<file path="src/rtl/deglitch_pkg.sv">
package deglitch_pkg;
  // strobes issued by the control section to every filter cell
  typedef struct packed {
    logic advance;   // one filter period elapses in this cycle
    logic slowMode;  // time base is the slow tick
  } filt_ctrl_t;
endpackage

</file>
<file path="src/rtl/deglitch_ctrl.sv">
module deglitch_ctrl
  import deglitch_pkg::*;
(
  input  logic       slowSel,
  input  logic       slowTick,
  output filt_ctrl_t ctrl
);
  always_comb begin
    ctrl.slowMode = slowSel;
    ctrl.advance  = slowSel ? slowTick : 1'b1;
  end
endmodule

</file>
<file path="src/rtl/deglitch_cell.sv">
module deglitch_cell #(
  parameter int CNT_W = 5
) (
  input  logic             clk,
  input  logic             rstN,
  input  logic             syncIn,
  input  logic             enable,
  input  logic             advance,
  input  logic [CNT_W-1:0] width,
  output logic             q
);
  logic [CNT_W-1:0] runLen;

  always_ff @(posedge clk) begin
    if (!rstN) begin
      q      <= 1'b0;
      runLen <= '0;
    end else if (!enable) begin
      q      <= syncIn;
      runLen <= '0;
    end else if (syncIn == q) begin
      runLen <= '0;
    end else if (advance) begin
      if (runLen == width) begin
        q      <= syncIn;
        runLen <= '0;
      end else begin
        runLen <= runLen + 1'b1;
      end
    end
  end
endmodule

</file>
<file path="src/rtl/deglitch_datapath.sv">
module deglitch_datapath
  import deglitch_pkg::*;
#(
  parameter int NUM_PINS    = 32,
  parameter int CNT_W       = 5,
  parameter int SYNC_STAGES = 2
) (
  input  logic                clk,
  input  logic                rstN,
  input  logic [NUM_PINS-1:0] pinRaw,
  input  logic [NUM_PINS-1:0] filterEn,
  input  logic [CNT_W-1:0]    width,
  input  filt_ctrl_t          ctrl,
  output logic [NUM_PINS-1:0] pinOut
);
  localparam int LAST_STAGE = SYNC_STAGES - 1;

  logic [NUM_PINS-1:0] syncQ [SYNC_STAGES];

  always_ff @(posedge clk) begin
    if (!rstN) syncQ[0] <= '0;
    else       syncQ[0] <= pinRaw;
  end

  for (genvar s = 1; s < SYNC_STAGES; s++) begin : g_sync
    always_ff @(posedge clk) begin
      if (!rstN) syncQ[s] <= '0;
      else       syncQ[s] <= syncQ[s-1];
    end
  end

  for (genvar n = 0; n < NUM_PINS; n++) begin : g_pin
    deglitch_cell #(.CNT_W(CNT_W)) u_cell (
      .clk     (clk),
      .rstN    (rstN),
      .syncIn  (syncQ[LAST_STAGE][n]),
      .enable  (filterEn[n]),
      .advance (ctrl.advance),
      .width   (width),
      .q       (pinOut[n])
    );
  end
endmodule

</file>
<file path="src/rtl/pin_deglitch_bank.sv">
module pin_deglitch_bank
  import deglitch_pkg::*;
#(
  parameter int NUM_PINS   = 32,
  parameter int WIDTH_BITS = 5
) (
  input  logic                  clk,
  input  logic                  rstN,
  input  logic [NUM_PINS-1:0]   pinRaw,
  input  logic [NUM_PINS-1:0]   filterEn,
  input  logic                  slowSel,
  input  logic                  slowTick,
  input  logic [WIDTH_BITS-1:0] glitchLen,
  output logic [NUM_PINS-1:0]   pinOut
);
  filt_ctrl_t ctrl;

  deglitch_ctrl u_ctrl (
    .slowSel  (slowSel),
    .slowTick (slowTick),
    .ctrl     (ctrl)
  );

  deglitch_datapath #(
    .NUM_PINS    (NUM_PINS),
    .CNT_W       (WIDTH_BITS),
    .SYNC_STAGES (2)
  ) u_dp (
    .clk      (clk),
    .rstN     (rstN),
    .pinRaw   (pinRaw),
    .filterEn (filterEn),
    .width    (glitchLen),
    .ctrl     (ctrl),
    .pinOut   (pinOut)
  );
endmodule

</file>
<file path="config.mk">
export PLATFORM = sky130hd
export DESIGN_NAME = pin_deglitch_bank
export DESIGN_NICKNAME = d
export VERILOG_FILES = /design/src/rtl/deglitch_pkg.sv /design/src/rtl/deglitch_ctrl.sv /design/src/rtl/deglitch_cell.sv /design/src/rtl/deglitch_datapath.sv /design/src/rtl/pin_deglitch_bank.sv
export SDC_FILE = /design/constraint.sdc
export NUM_CORES = 1
export LEC_CHECK = 0
export BUFFER_PORTS_ARGS = -buffer_cell sky130_fd_sc_hd__buf_4
export CORE_MARGIN = 5
export CORE_UTILIZATION = 60
export DETAILED_ROUTE_END_ITERATION = 8
export GPL_TIMING_DRIVEN = 1
export PLACE_DENSITY = 0.8
export SLEW_MARGIN = 10
export SYNTH_ARGS = -nofsm -noshare
export SYNTH_HDL_FRONTEND = slang
export SYNTH_SLANG_ARGS = --single-unit
</file>
<file path="constraint.sdc">
create_clock -name clk -period 1.6 [get_ports clk]
set_input_delay 0.24 -clock clk [delete_from_list [all_inputs] [get_ports clk]]
set_output_delay 0.24 -clock clk [all_outputs]
set_load 0.01 [all_outputs]
</file>
# Yosys cells after proc, flatten, opt, wreduce, memory -nomap -nowiden

Memories as Yosys holds them, arrays and structs flattened.
Cells that the tools add are included.

Add/subtract/negate cells: 32
Bitwise operators: 35
Reduce and logical (&&, ||, !) cells: 64
Equality and inequality tests: 160
Multiplexer cells: 165

Operators by type and width:

| kind                | number |
|---|---|
| $add 5x1->5 const B | 32 |
| $eq 5x5->1          | 32 |
| $mux 5              | 32 |
| $mux 1              | 131 |
| $ne 2x1->1 const B  | 64 |
| $reduce_and 3->1    | 32 |
| $reduce_or 3->1     | 32 |
| $mux 32             | 2 |
| $ne 2x2->1 const B  | 32 |
| $not 1->1           | 33 |
| $eq 1x1->1          | 32 |
| $or 1x1->1          | 2 |

Bits in writable memories: 64
Flip-flop bits (word level): 192
Bits of input ports: 73
Memories kept: 1
Logic and storage cells: 521

Memory list:

| memory     | words | bits a word | rd ports | clocked after Yosys merged registers in | wr ports | RTL line                | source |
|---|---|---|---|---|---|---|---|
| u_dp.syncQ | 2     | 32          | 2        | 0                                       | 2        | deglitch_datapath.sv:18 | `logic [NUM_PINS-1:0] syncQ [SYNC_STAGES];` |

# Depth between registers and ports, before layout

Gate-level depths: netlist of run 1.

Depth in word-level cells: 5
Depth in mapped cells: 7
Depth with buffers taken out: 4

# Cells and area by module

A second synthesis of run 1 with hierarchy kept.

Cell total of the unflattened synthesis: 1288
Area, all modules: 12495.7 sq um

Modules (own cells, without submodules):

| module            | times used | seq. area each (sq um) | cells each | area an instance (sq um) |
|---|---|---|---|---|
| deglitch_cell     | 32         | 120.1                  | 36         | 334.1 |
| deglitch_datapath | 1          | 1281.2                 | 134        | 1791.7 |
| deglitch_ctrl     | 1          | 0.0                    | 2          | 13.8 |

# Worst setup path after synthesis of run 1

OpenSTA, ideal clock, no wires.

Path kind: input -> register
From: input port glitchLen[2]
To: register u_dp.g_pin[16].u_cell.runLen[2]
Arrival: 1.182 ns
Stages on the path: 6
Library setup time: 0.127 ns
Path slack: 0.291 ns
Path buffers: 2
Required time: 1.473 ns
Cells stage by stage: buf_6 > buf_6 > xnor2_1 > nand4_1 > o31ai_2 > nor2_1

Word-level cells in the longest chain between the ends: 2

RTL lines:

| item                   | RTL line                | source |
|---|---|---|
| start: declaration     | pin_deglitch_bank.sv:13 | `input logic [WIDTH_BITS-1:0] glitchLen,` |
| $eq 5x5->1             | deglitch_cell.sv:24     | `if (runLen == width) begin` |
| $mux 5                 | deglitch_cell.sv:24     |  |
| end signal: assignment | deglitch_cell.sv:28     | `runLen <= runLen + 1'b1;` |
| end: declaration       | deglitch_cell.sv:12     | `logic [CNT_W-1:0] runLen;` |

No other way between the ends.
A chain may end at the register's enable or synchronous reset.

# Worst setup path after layout of run 1

From: register u_dp.g_pin[16].u_cell.runLen[1]
To: register u_dp.g_pin[16].u_cell.runLen[2]

Word-level cells in the longest chain between the ends: 2
Elaborated cells between the ends (all ways): 3
Those cells by class: add/sub (1); eq/ne (1); mux (1)

RTL lines:

| item                                      | RTL line |
|---|---|
| $add 5x1->5 or $eq 5x5->1 (tied branches) | deglitch_cell.sv:28, deglitch_cell.sv:24 |
| $mux 5 (*)                                | deglitch_cell.sv:24 |

Mark *: on every way between the ends. The rest lies on a longest branch, timed or not.

==> metrics.yaml, run 1 <==
fin_nets: 1604
period_minus_slack_ns: 1.443
grtUsageTotal_pct: 22.38
regArea_um2: 5125
post_cts_buffers: 0
wl_mm: 26.87
power_frac_comb_pct: 9.6
setup_slack_ns: 0.1573
power_frac_seq_pct: 48.4
yosysTopAreaCell: "dfxtp_1"
maxCapViolCount: 0
ys_warn_count: 0
synth_fp_nets: 1437
dieArea_um2: 23680
ir_drop_mv: 0.8150
insertedDiodeCount: 0
clkTransAtPathRegs_ns: 0.06
io_pins: 105
relSlewSlack_pct: 72.17
drcViolationCount: 0
portBuffers: 104
synth_top_cell_area_share_pct: 41.25
required_ns: 2.00
clock-sinks: 256
synth-edff-count: 0
crit_path_start_kind: "flip-flop"
crit_start: "u_dp.g_pin[16].u_cell.runLen[1]"
via_per_inst: 5.469
htree_levels: 1
ys_top_cells_by_area: "dfxtp_1 41%, xnor2_1 12%, xor2_1 9.4%"
yosysSeqAreaShare_pct: 41.25
overflow: 0
r2r-end: "u_dp.g_pin[16].u_cell.runLen[2]"
drive_above_1_share_pct: 14.86
synth_cells: 1332
fill_cells: 1392
yosysMostFrequentCell: "dfxtp_1"
swShare_pct: 23.27
multi_input_area_um2: 6621
fmax_mhz: 693.1
intPower_w: 0.01043
antenna_left: 0
cp_data_arrival_time_ns: 1.84
finalHoldViolCount: 0
first_pass_iters: 5
final_core_util_pct: 73.74
rsz0062_at_grt: "false"
pwr-share-clk_pct: 42.0
criticalPathCategory: "reg -> reg"
place_hpwl_mm: 18.10
cpPeakStageDelay_ns: 0.44
final-setup-viol-count: 0
grt_pass1_wl_mm: 45.75
p_leak_nw: 5.600
clk_path_buf_depth: 3
area_growth_pct: 20.50
async_reset_ff_share_pct: 0
synth_common_cells: "256 x dfxtp_1, 177 x xnor2_1, 158 x nand2_1"
finalClockSkew_ns: 0.01497
rows: 52
synth_area_um2: 12420
pre_cts_slack_ns: -0.09352
grt_start_max_net_pins: 52
wl_per_cell_um: 15.06
grt_pass1_vias: 9886
drt_iter0_drc: 422
core_area_um2: 20300
die_w_um: 153.9
rr_worst_depth: 4
cp_cell_sequence: "xnor2_1 > nand4_1 > o31ai_2 > nor2_1"
die_y_um: 153.9
min_from: "filterEn[7]"
fin_setup_tns_ns: 0
ys.flop_type: "dfxtp_1"
synth.distinct_cells: 37
r2r-start: "u_dp.g_pin[16].u_cell.runLen[1]"
num_vias: 9756
power_density_nw_per_um2: 908.4
p_switching_w: 0.003164
gp_congestion: 0.8300
tritoncts: "done"
maxSlewViolCount: 0
cp-endpoint: "u_dp.g_pin[16].u_cell.runLen[2]"
cp_max_fo: 4
antenna_found_initial: 0
cts_root_buffer: "clkbuf_16"
cp_slowest_cell: "o31ai_2"
start_util_pct: 61.20
timing.final.crit_share_pct: 90.17
avgSynthCellArea_um2: 9.327
worst_slew_pin_slew_ns: 0.4160
hp-class: "in -> reg"
cts-resized-gates: 0
status: "complete, no violations"
worstSkewPairLatency_ns: 0.52
end_kind: "flip-flop"
ys_seq_elements: 256
r2r_slack_ns: 0.16
cts_made_buffers: 27
==> worst min path at each step <==
stage	to	depth (start not counted)
2_1_floorplan	u_dp.syncQ[0][0]	1
3_3_place_gp	u_dp.syncQ[1][4]	1
3_5_place_dp	u_dp.syncQ[1][18]	1
4_1_cts	u_dp.g_pin[7].u_cell.q	3
5_1_grt	u_dp.g_pin[7].u_cell.q	3
6_report	u_dp.g_pin[7].u_cell.q	3
==> registers in the layout (all words and copies together) (netlist names) <==
| signal | cells |
|---|---|
| u_dp.g_pin.u_cell.q | 32 |
| u_dp.syncQ | 64 |
| u_dp.g_pin.u_cell.runLen | 160 |
==> cell usage in the layout (no fill, tap or decap), types with 4 or more instances in the layout <==
cell type / count
o211ai_1: 34
o2111ai_1: 46
dlygate4sd3_1: 60
nor2_1: 129
xnor2_1: 177
nand2_1: 158
o21ai_1: 4
and3_1: 7
xor2_1: 133
clkbuf_1: 7
and2_1: 64
ha_1: 32
o21ai_0: 7
o2111ai_2: 4
nand4_1: 96
buf_4: 158
dfxtp_1: 256
clkbuf_8: 4
clkbuf_16: 27
buf_12: 15
or3_1: 25
a21oi_1: 38
==> per-stage QoR <==
| step | area, um^2 | total power [W] | hold WS (ns) | std cells |
|---|---|---|---|---|
| after floorplan | 12420 | 0.007469 | 0.3673 | 1332 |
| after global placement | 13570 | 0.007862 | 0.4136 | 1680 |
| after detailed placement | 13570 | 0.007894 | 0.4179 | 1680 |
| after CTS | 14970 | 0.01369 | 0.01025 | 1784 |
| after global routing | 14970 | 0.01413 | 0.05922 | 1784 |
| final | 14970 | 0.01360 | 0.02544 | 1784 |
==> layer usage <==
metal  routed length [um]  track usage (%)  vias up  share of wire [%]
li1                     -                -     4871                  -
met1                11890            28.07     4663                 44
met2                13410            40.21      171                 50
met3                  900            3.007       51                3.3
met4                  673            6.476        0                2.5
met5                    0                0        -                  0
==> power by group through the flow <==
stage / Combinational (W) / Sequential [W] / Clock [W]
after floorplan: 0.000777 / 0.00669 / 0
after global placement: 0.00115 / 0.00671 / 0
after detailed placement: 0.00118 / 0.00672 / 0
after CTS: 0.00131 / 0.00658 / 0.00581
after global routing: 0.00142 / 0.00659 / 0.00613
final: 0.00130 / 0.00658 / 0.00571
==> kinds of logic (layout without fill, tap and decap cells) <==
kind of cell,count (synthesis),after routing,synth area share [%]
and+or+nand+nor,491,491,18.96
adders and majority gates,32,32,3.223
DFF,256,256,41.25
buffers and inverters,95,277,5.569
AOI/OAI and AO/OA,142,142,8.500
xor gates and xnor gates,313,313,22.25
muxes,3,3,0.2417
==> critical path, delay by kind of cell, from the launching register on <==
kind,cells,cell delay [ns]
AOI/OAI and AO/OA,1,0.44
xor gates and xnor gates,1,0.14
DFF,1,0.42
and+or+nand+nor,2,0.33
==> final cells by class <==
cell class,count,share of cell area [%]
clock buffer,38,5.057
sequential,256,34.24
tap,270,2.257
timing repair buffer,233,13.94
clock inverter,6,0.2758
multi-input combinational,981,44.23
==> repair_timing <==
item,CTS,global route
hold buffers,60,0
setup endpoints to repair,0,0
endpoints found under the hold margin,60,0
(Power assumes the default switching activity.)
==> run 2, diff against run 1 <==
--- a/config.mk
+++ b/config.mk
@@ -10,6 +10,8 @@
 export CORE_UTILIZATION = 60
 export DETAILED_ROUTE_END_ITERATION = 8
 export GPL_TIMING_DRIVEN = 1
+export HOLD_SLACK_MARGIN = 0.08
+export MAX_ROUTING_LAYER = met4
 export PLACE_DENSITY = 0.8
 export SLEW_MARGIN = 10
 export SYNTH_ARGS = -nofsm -noshare
==> run 2 against run 1 <==
Count of clock-buffer cells in the layout is the same. First-iteration DRC count shrank 2.8%. Combinational power is essentially flat. Sequential power is essentially flat. Maximum frequency shrank 0.22%. Clock power is essentially flat. Global-route usage grew 0.68 points. Via count grew 0.25%. Critical endpoint unchanged. Sequential share of layout area is essentially flat. Register-to-register slack is essentially flat.
==> metrics.yaml, run 2 (same netlist as run 1, synthesis figures left out) <==
grt_pass1_wl_mm: 45.77
dp.cells: 1680
final-setup-viol-count: 0
worst_slew_pin_slew_ns: 0.4166
core_area_um2: 20300
tritoncts: "done"
r2r-start: "u_dp.g_pin[16].u_cell.runLen[1]"
io_pins: 105
overflow: 0
relSlewSlack_pct: 72.13
cts_root_buffer: "clkbuf_16"
insertedDiodeCount: 0
post_cts_buffers: 0
power_frac_seq_pct: 48.4
cp_cell_sequence: "xnor2_1 > nand4_1 > o31ai_2 > nor2_1"
fin_setup_tns_ns: 0
cp_slowest_cell: "o31ai_2"
crit_start: "u_dp.g_pin[16].u_cell.runLen[1]"
maxCapViolCount: 0
portBuffers: 104
clock-sinks: 256
r2r-end: "u_dp.g_pin[16].u_cell.runLen[2]"
die_y_um: 153.9
wl_mm: 26.91
grt_pass1_vias: 9893
rr_worst_depth: 4
clkTransAtPathRegs_ns: 0.06
htree_levels: 1
min_from: "filterEn[17]"
num_vias: 9780
largestRegisters: "u_dp.g_pin.u_cell.runLen (160), u_dp.syncQ (64), u_dp.g_pin.u_cell.q (32)"
regMostFlops: "u_dp.g_pin.u_cell.runLen"
grtUsageTotal_pct: 23.06
antenna_left: 0
pwr-share-clk_pct: 42.0
rsz0062_at_grt: "false"
clk_path_buf_depth: 3
power_density_nw_per_um2: 907.5
swShare_pct: 23.24
stdcell_count: 1785
r2r_slack_ns: 0.15
maxSlewViolCount: 0
first_pass_iters: 6
wl_per_cell_um: 15.08
drt_iter0_drc: 410
finalClockSkew_ns: 0.01391
end_kind: "flip-flop"
drcViolationCount: 0
intPower_w: 0.01044
criticalPathCategory: "reg -> reg"
via_per_inst: 5.479
cts-resized-gates: 0
area_growth_pct: 20.58
largest_reg_flops: 160
status: "complete, no violations"
worstSkewPairLatency_ns: 0.52
mostFrequentLayoutCells: "256 x dfxtp_1, 177 x xnor2_1, 158 x nand2_1, 158 x buf_4, 133 x xor2_1"
cp_max_fo: 4
gp_congestion: 0.8460
grt_start_max_net_pins: 52
p_leak_nw: 5.604
required_ns: 2.00
timing.final.crit_share_pct: 90.37
period_minus_slack_ns: 1.446
cts_made_buffers: 27
die_w_um: 153.9
fin_nets: 1605
rows: 52
fmax_mhz: 691.6
power.total_w: 0.01359
hp-class: "in -> reg"
place_hpwl_mm: 18.10
finalHoldViolCount: 0
cpPeakStageDelay_ns: 0.44
crit_path_start_kind: "flip-flop"
start_util_pct: 61.20
drive_above_1_share_pct: 14.85
cp_data_arrival_time_ns: 1.84
p_switching_w: 0.003159
final_core_util_pct: 73.79
ir_drop_mv: 0.8222
dieArea_um2: 23680
fill_cells: 1388
antenna_found_initial: 0
cp-endpoint: "u_dp.g_pin[16].u_cell.runLen[2]"
power_frac_comb_pct: 9.6
final_common_cell: "dfxtp_1"
[run 2: area by class of cell]
| type | count | area [um^2] | share of cell area (%) |
|---|---|---|---|
| Clock inverter | 6 | 41.29 | 0.2756 |
| Tap cell | 270 | 337.8 | 2.255 |
| Sequential cell | 256 | 5125 | 34.21 |
| Multi-Input combinational cell | 981 | 6621 | 44.20 |
| Timing Repair Buffer | 234 | 2097 | 14.00 |
| Clock buffer | 38 | 757.0 | 5.053 |
[run 2: power by group through the flow]
stage,combinational [W],sequential (W),clock (W)
3_3_place_gp,0.00115,0.00671,0
6_report,0.00131,0.00658,0.00571
2_1_floorplan,0.000777,0.00669,0
3_5_place_dp,0.00118,0.00672,0
4_1_cts,0.00131,0.00658,0.00581
5_1_grt,0.00142,0.00659,0.00613
[run 2: timing repair]
| action | in CTS | in global routing |
|---|---|---|
| setup endpoints to repair | 0 | 0 |
| hold endpoints to repair | 81 | 0 |
| hold buffers | 61 | 0 |
[run 2: worst max-delay path, delay by kind of cell (launching register included)]
family           cells  cell delay (ns)
XOR/XNOR             1             0.14
AND/OR/NAND/NOR      2             0.33
flip-flops           1             0.42
AO/OA/AOI/OAI        1             0.44
[run 2: worst min-delay path by stage]
stage | to | slack (ns) | cells after the start
global placement | u_dp.syncQ[1][4] | 0.41 | 1
floorplan | u_dp.syncQ[0][0] | 0.37 | 1
global route | u_dp.syncQ[1][4] | 0.11 | 2
finish | u_dp.g_pin[17].u_cell.q | 0.11 | 3
CTS | u_dp.g_pin[17].u_cell.q | 0.09 | 3
detailed placement | u_dp.syncQ[1][18] | 0.42 | 1
[run 2: stage by stage]
stage	hold WS (ns)	instance area, um^2	setup slack (ns)
global route	0.1136	14980	0.04187
detailed placement	0.4179	13570	-0.09352
global placement	0.4136	13570	-0.06087
finish	0.1060	14980	0.1541
floorplan	0.3673	12420	0.2912
CTS	0.08773	14980	0.1678
[run 2: per-layer routing]
layer / track usage (%) / part of all wire (%)
met2: 40.28 / 50
met5: - / 0
met1: 28.12 / 44
met4: 6.476 / 2.5
met3: 2.951 / 3.4
==> run 3, diff against run 2 <==
==> constraint.sdc (replaced) <==
create_clock -name clk -period 1.6 [get_ports clk]
set_input_delay 0.32 -clock clk [delete_from_list [all_inputs] [get_ports clk]]
set_output_delay 0.32 -clock clk [all_outputs]
set_load 0.01 [all_outputs]
==> run 3 against run 2 <==
Global-route usage rose by 1.2 points. Sequential share of layout area fell by 0.45 points. Clock skew barely moved. Count of clock-buffer cells in the layout fell by 1. Core utilization rose by 0.99 points. Routed wire length rose by 6.3%. Non-clock buffer count rose by 10. Register-to-register slack got worse by 0.05 ns. Highest routed layer unchanged. First-iteration DRC count rose by 6.3%.
==> metrics.yaml, run 3 (same netlist as run 1, synthesis figures left out) <==
core_area_um2: 20300
hold_depth: 3
io_pins: 105
fin_setup_tns_ns: 0
rows: 52
first_pass_iters: 5
gp_congestion: 0.8324
post_cts_buffers: 0
pwr-share-clk_pct: 45.1
finalHoldViolCount: 0
swShare_pct: 22.56
antenna_found_initial: 0
antenna_left: 0
timing.final.crit_share_pct: 93.61
cts_root_buffer: "clkbuf_16"
tritoncts: "done"
grtUsageTotal_pct: 24.28
required_ns: 2.01
drive_above_1_share_pct: 15.89
clkTransAtPathRegs_ns: 0.06
hp-class: "in -> reg"
grt_start_max_net_pins: 65
finalClockSkew_ns: 0.01383
cp_data_arrival_time_ns: 1.90
die_w_um: 153.9
crit_path_start_kind: "flip-flop"
die_y_um: 153.9
p_switching_w: 0.003254
maxCapViolCount: 0
final_core_util_pct: 74.78
fin_nets: 1614
criticalPathCategory: "reg -> reg"
grt_pass1_wl_mm: 48.04
timing.hold.ws_ns: 0.09734
r2r-start: "u_dp.g_pin[16].u_cell.runLen[2]"
portBuffers: 104
regMostFlops: "u_dp.g_pin.u_cell.runLen"
ir_drop_mv: 0.9744
worstSkewPairLatency_ns: 0.53
clock-sinks: 256
maxSlewViolCount: 0
dieArea_um2: 23680
cp_slowest_cell: "dfxtp_1"
power_frac_comb_pct: 9.3
cp_max_fo: 4
period_minus_slack_ns: 1.498
largestRegisters: "u_dp.g_pin.u_cell.runLen (160), u_dp.syncQ (64), u_dp.g_pin.u_cell.q (32)"
final-setup-viol-count: 0
rr_worst_depth: 4
end_kind: "flip-flop"
fmax_mhz: 667.7
final_common_cell: "dfxtp_1"
status: "complete, no violations"
place_hpwl_mm: 18.73
htree_levels: 1
min_from: "filterEn[7]"
wl_mm: 28.60
relSlewSlack_pct: 69.75
start_util_pct: 61.20
grt_pass1_vias: 10160
overflow: 0
drcViolationCount: 0
intPower_w: 0.01117
num_vias: 9904
mostFrequentLayoutCells: "256 x dfxtp_1, 177 x xnor2_1, 170 x buf_4"
fill_cells: 1344
via_per_inst: 5.505
area_growth_pct: 22.20
crit_start: "u_dp.g_pin[16].u_cell.runLen[2]"
worst_slew_pin_slew_ns: 0.4522
power_density_nw_per_um2: 950.3
cpPeakStageDelay_ns: 0.45
dp.cells: 1691
cts_made_buffers: 26
insertedDiodeCount: 0
drt_iter0_drc: 436
clk_path_buf_depth: 3
p_leak_nw: 5.719
pre_cts_slack_ns: -0.09164
stdcell_count: 1799
largest_reg_flops: 160
cp_cell_sequence: "xnor2_1 > nand4_1 > o31ai_4 > nor2_1"
power_frac_seq_pct: 45.6
setup_slack_ns: 0.1023
wl_per_cell_um: 15.90
## run 3: critical path: cells and delay by family, from the launching register on
kind	cells	cell delay [ns]
AND/OR/NAND/NOR	2	0.38
flip-flops	1	0.45
AO/OA/AOI/OAI	1	0.39
XOR/XNOR	1	0.15
## run 3: final timing paths
check | end | slack (ns)
max reg2reg | u_dp.g_pin[16].u_cell.runLen[2] | 0.10
max | u_dp.g_pin[16].u_cell.runLen[2] | 0.10
min reg2reg | u_dp.syncQ[1][21] | 0.43
min | u_dp.g_pin[7].u_cell.q | 0.1
## run 3: power groups by stage
| stage | Sequential [W] | Combinational, W | Clock, W |
|---|---|---|---|
| 2_1_floorplan | 0.00669 | 0.000777 | 0 |
| 3_3_place_gp | 0.00671 | 0.00117 | 0 |
| 3_5_place_dp | 0.00672 | 0.00120 | 0 |
| 4_1_cts | 0.00657 | 0.00133 | 0.00659 |
| 5_1_grt | 0.00659 | 0.00145 | 0.00686 |
| 6_report | 0.00658 | 0.00134 | 0.00651 |
## run 3: final cells by class
type,count,area (um^2),area share [%]
multi-input combinational,981,6630,43.67
clock buffer,37,773.2,5.094
sequential,256,5125,33.76
timing repair buffer,244,2157,14.21
tap,270,337.8,2.225
clock inverter,11,157.7,1.038
## run 3: metrics by stage
step	area, um^2	total power (W)
floorplan	12420	0.007469
global placement	13640	0.007879
detailed placement	13640	0.007913
CTS	15170	0.01449
global route	15180	0.01490
finish	15180	0.01443
## run 3: routing by layer
layer,global-route usage (%),wire [um],up-vias
met1,29.21,12370,4752
met2,42.55,14510,197
met5,-,0,-
met3,3.316,1072,64
li1,-,-,4891
met4,7.107,651,0
## run 3: repair_timing
| item | CTS | global route |
|---|---|---|
| setup endpoints to repair | 0 | 4 |
| hold buffers | 60 | 0 |
| resized for setup | 0 | 1 |
| hold endpoints to repair | 60 | 0 |
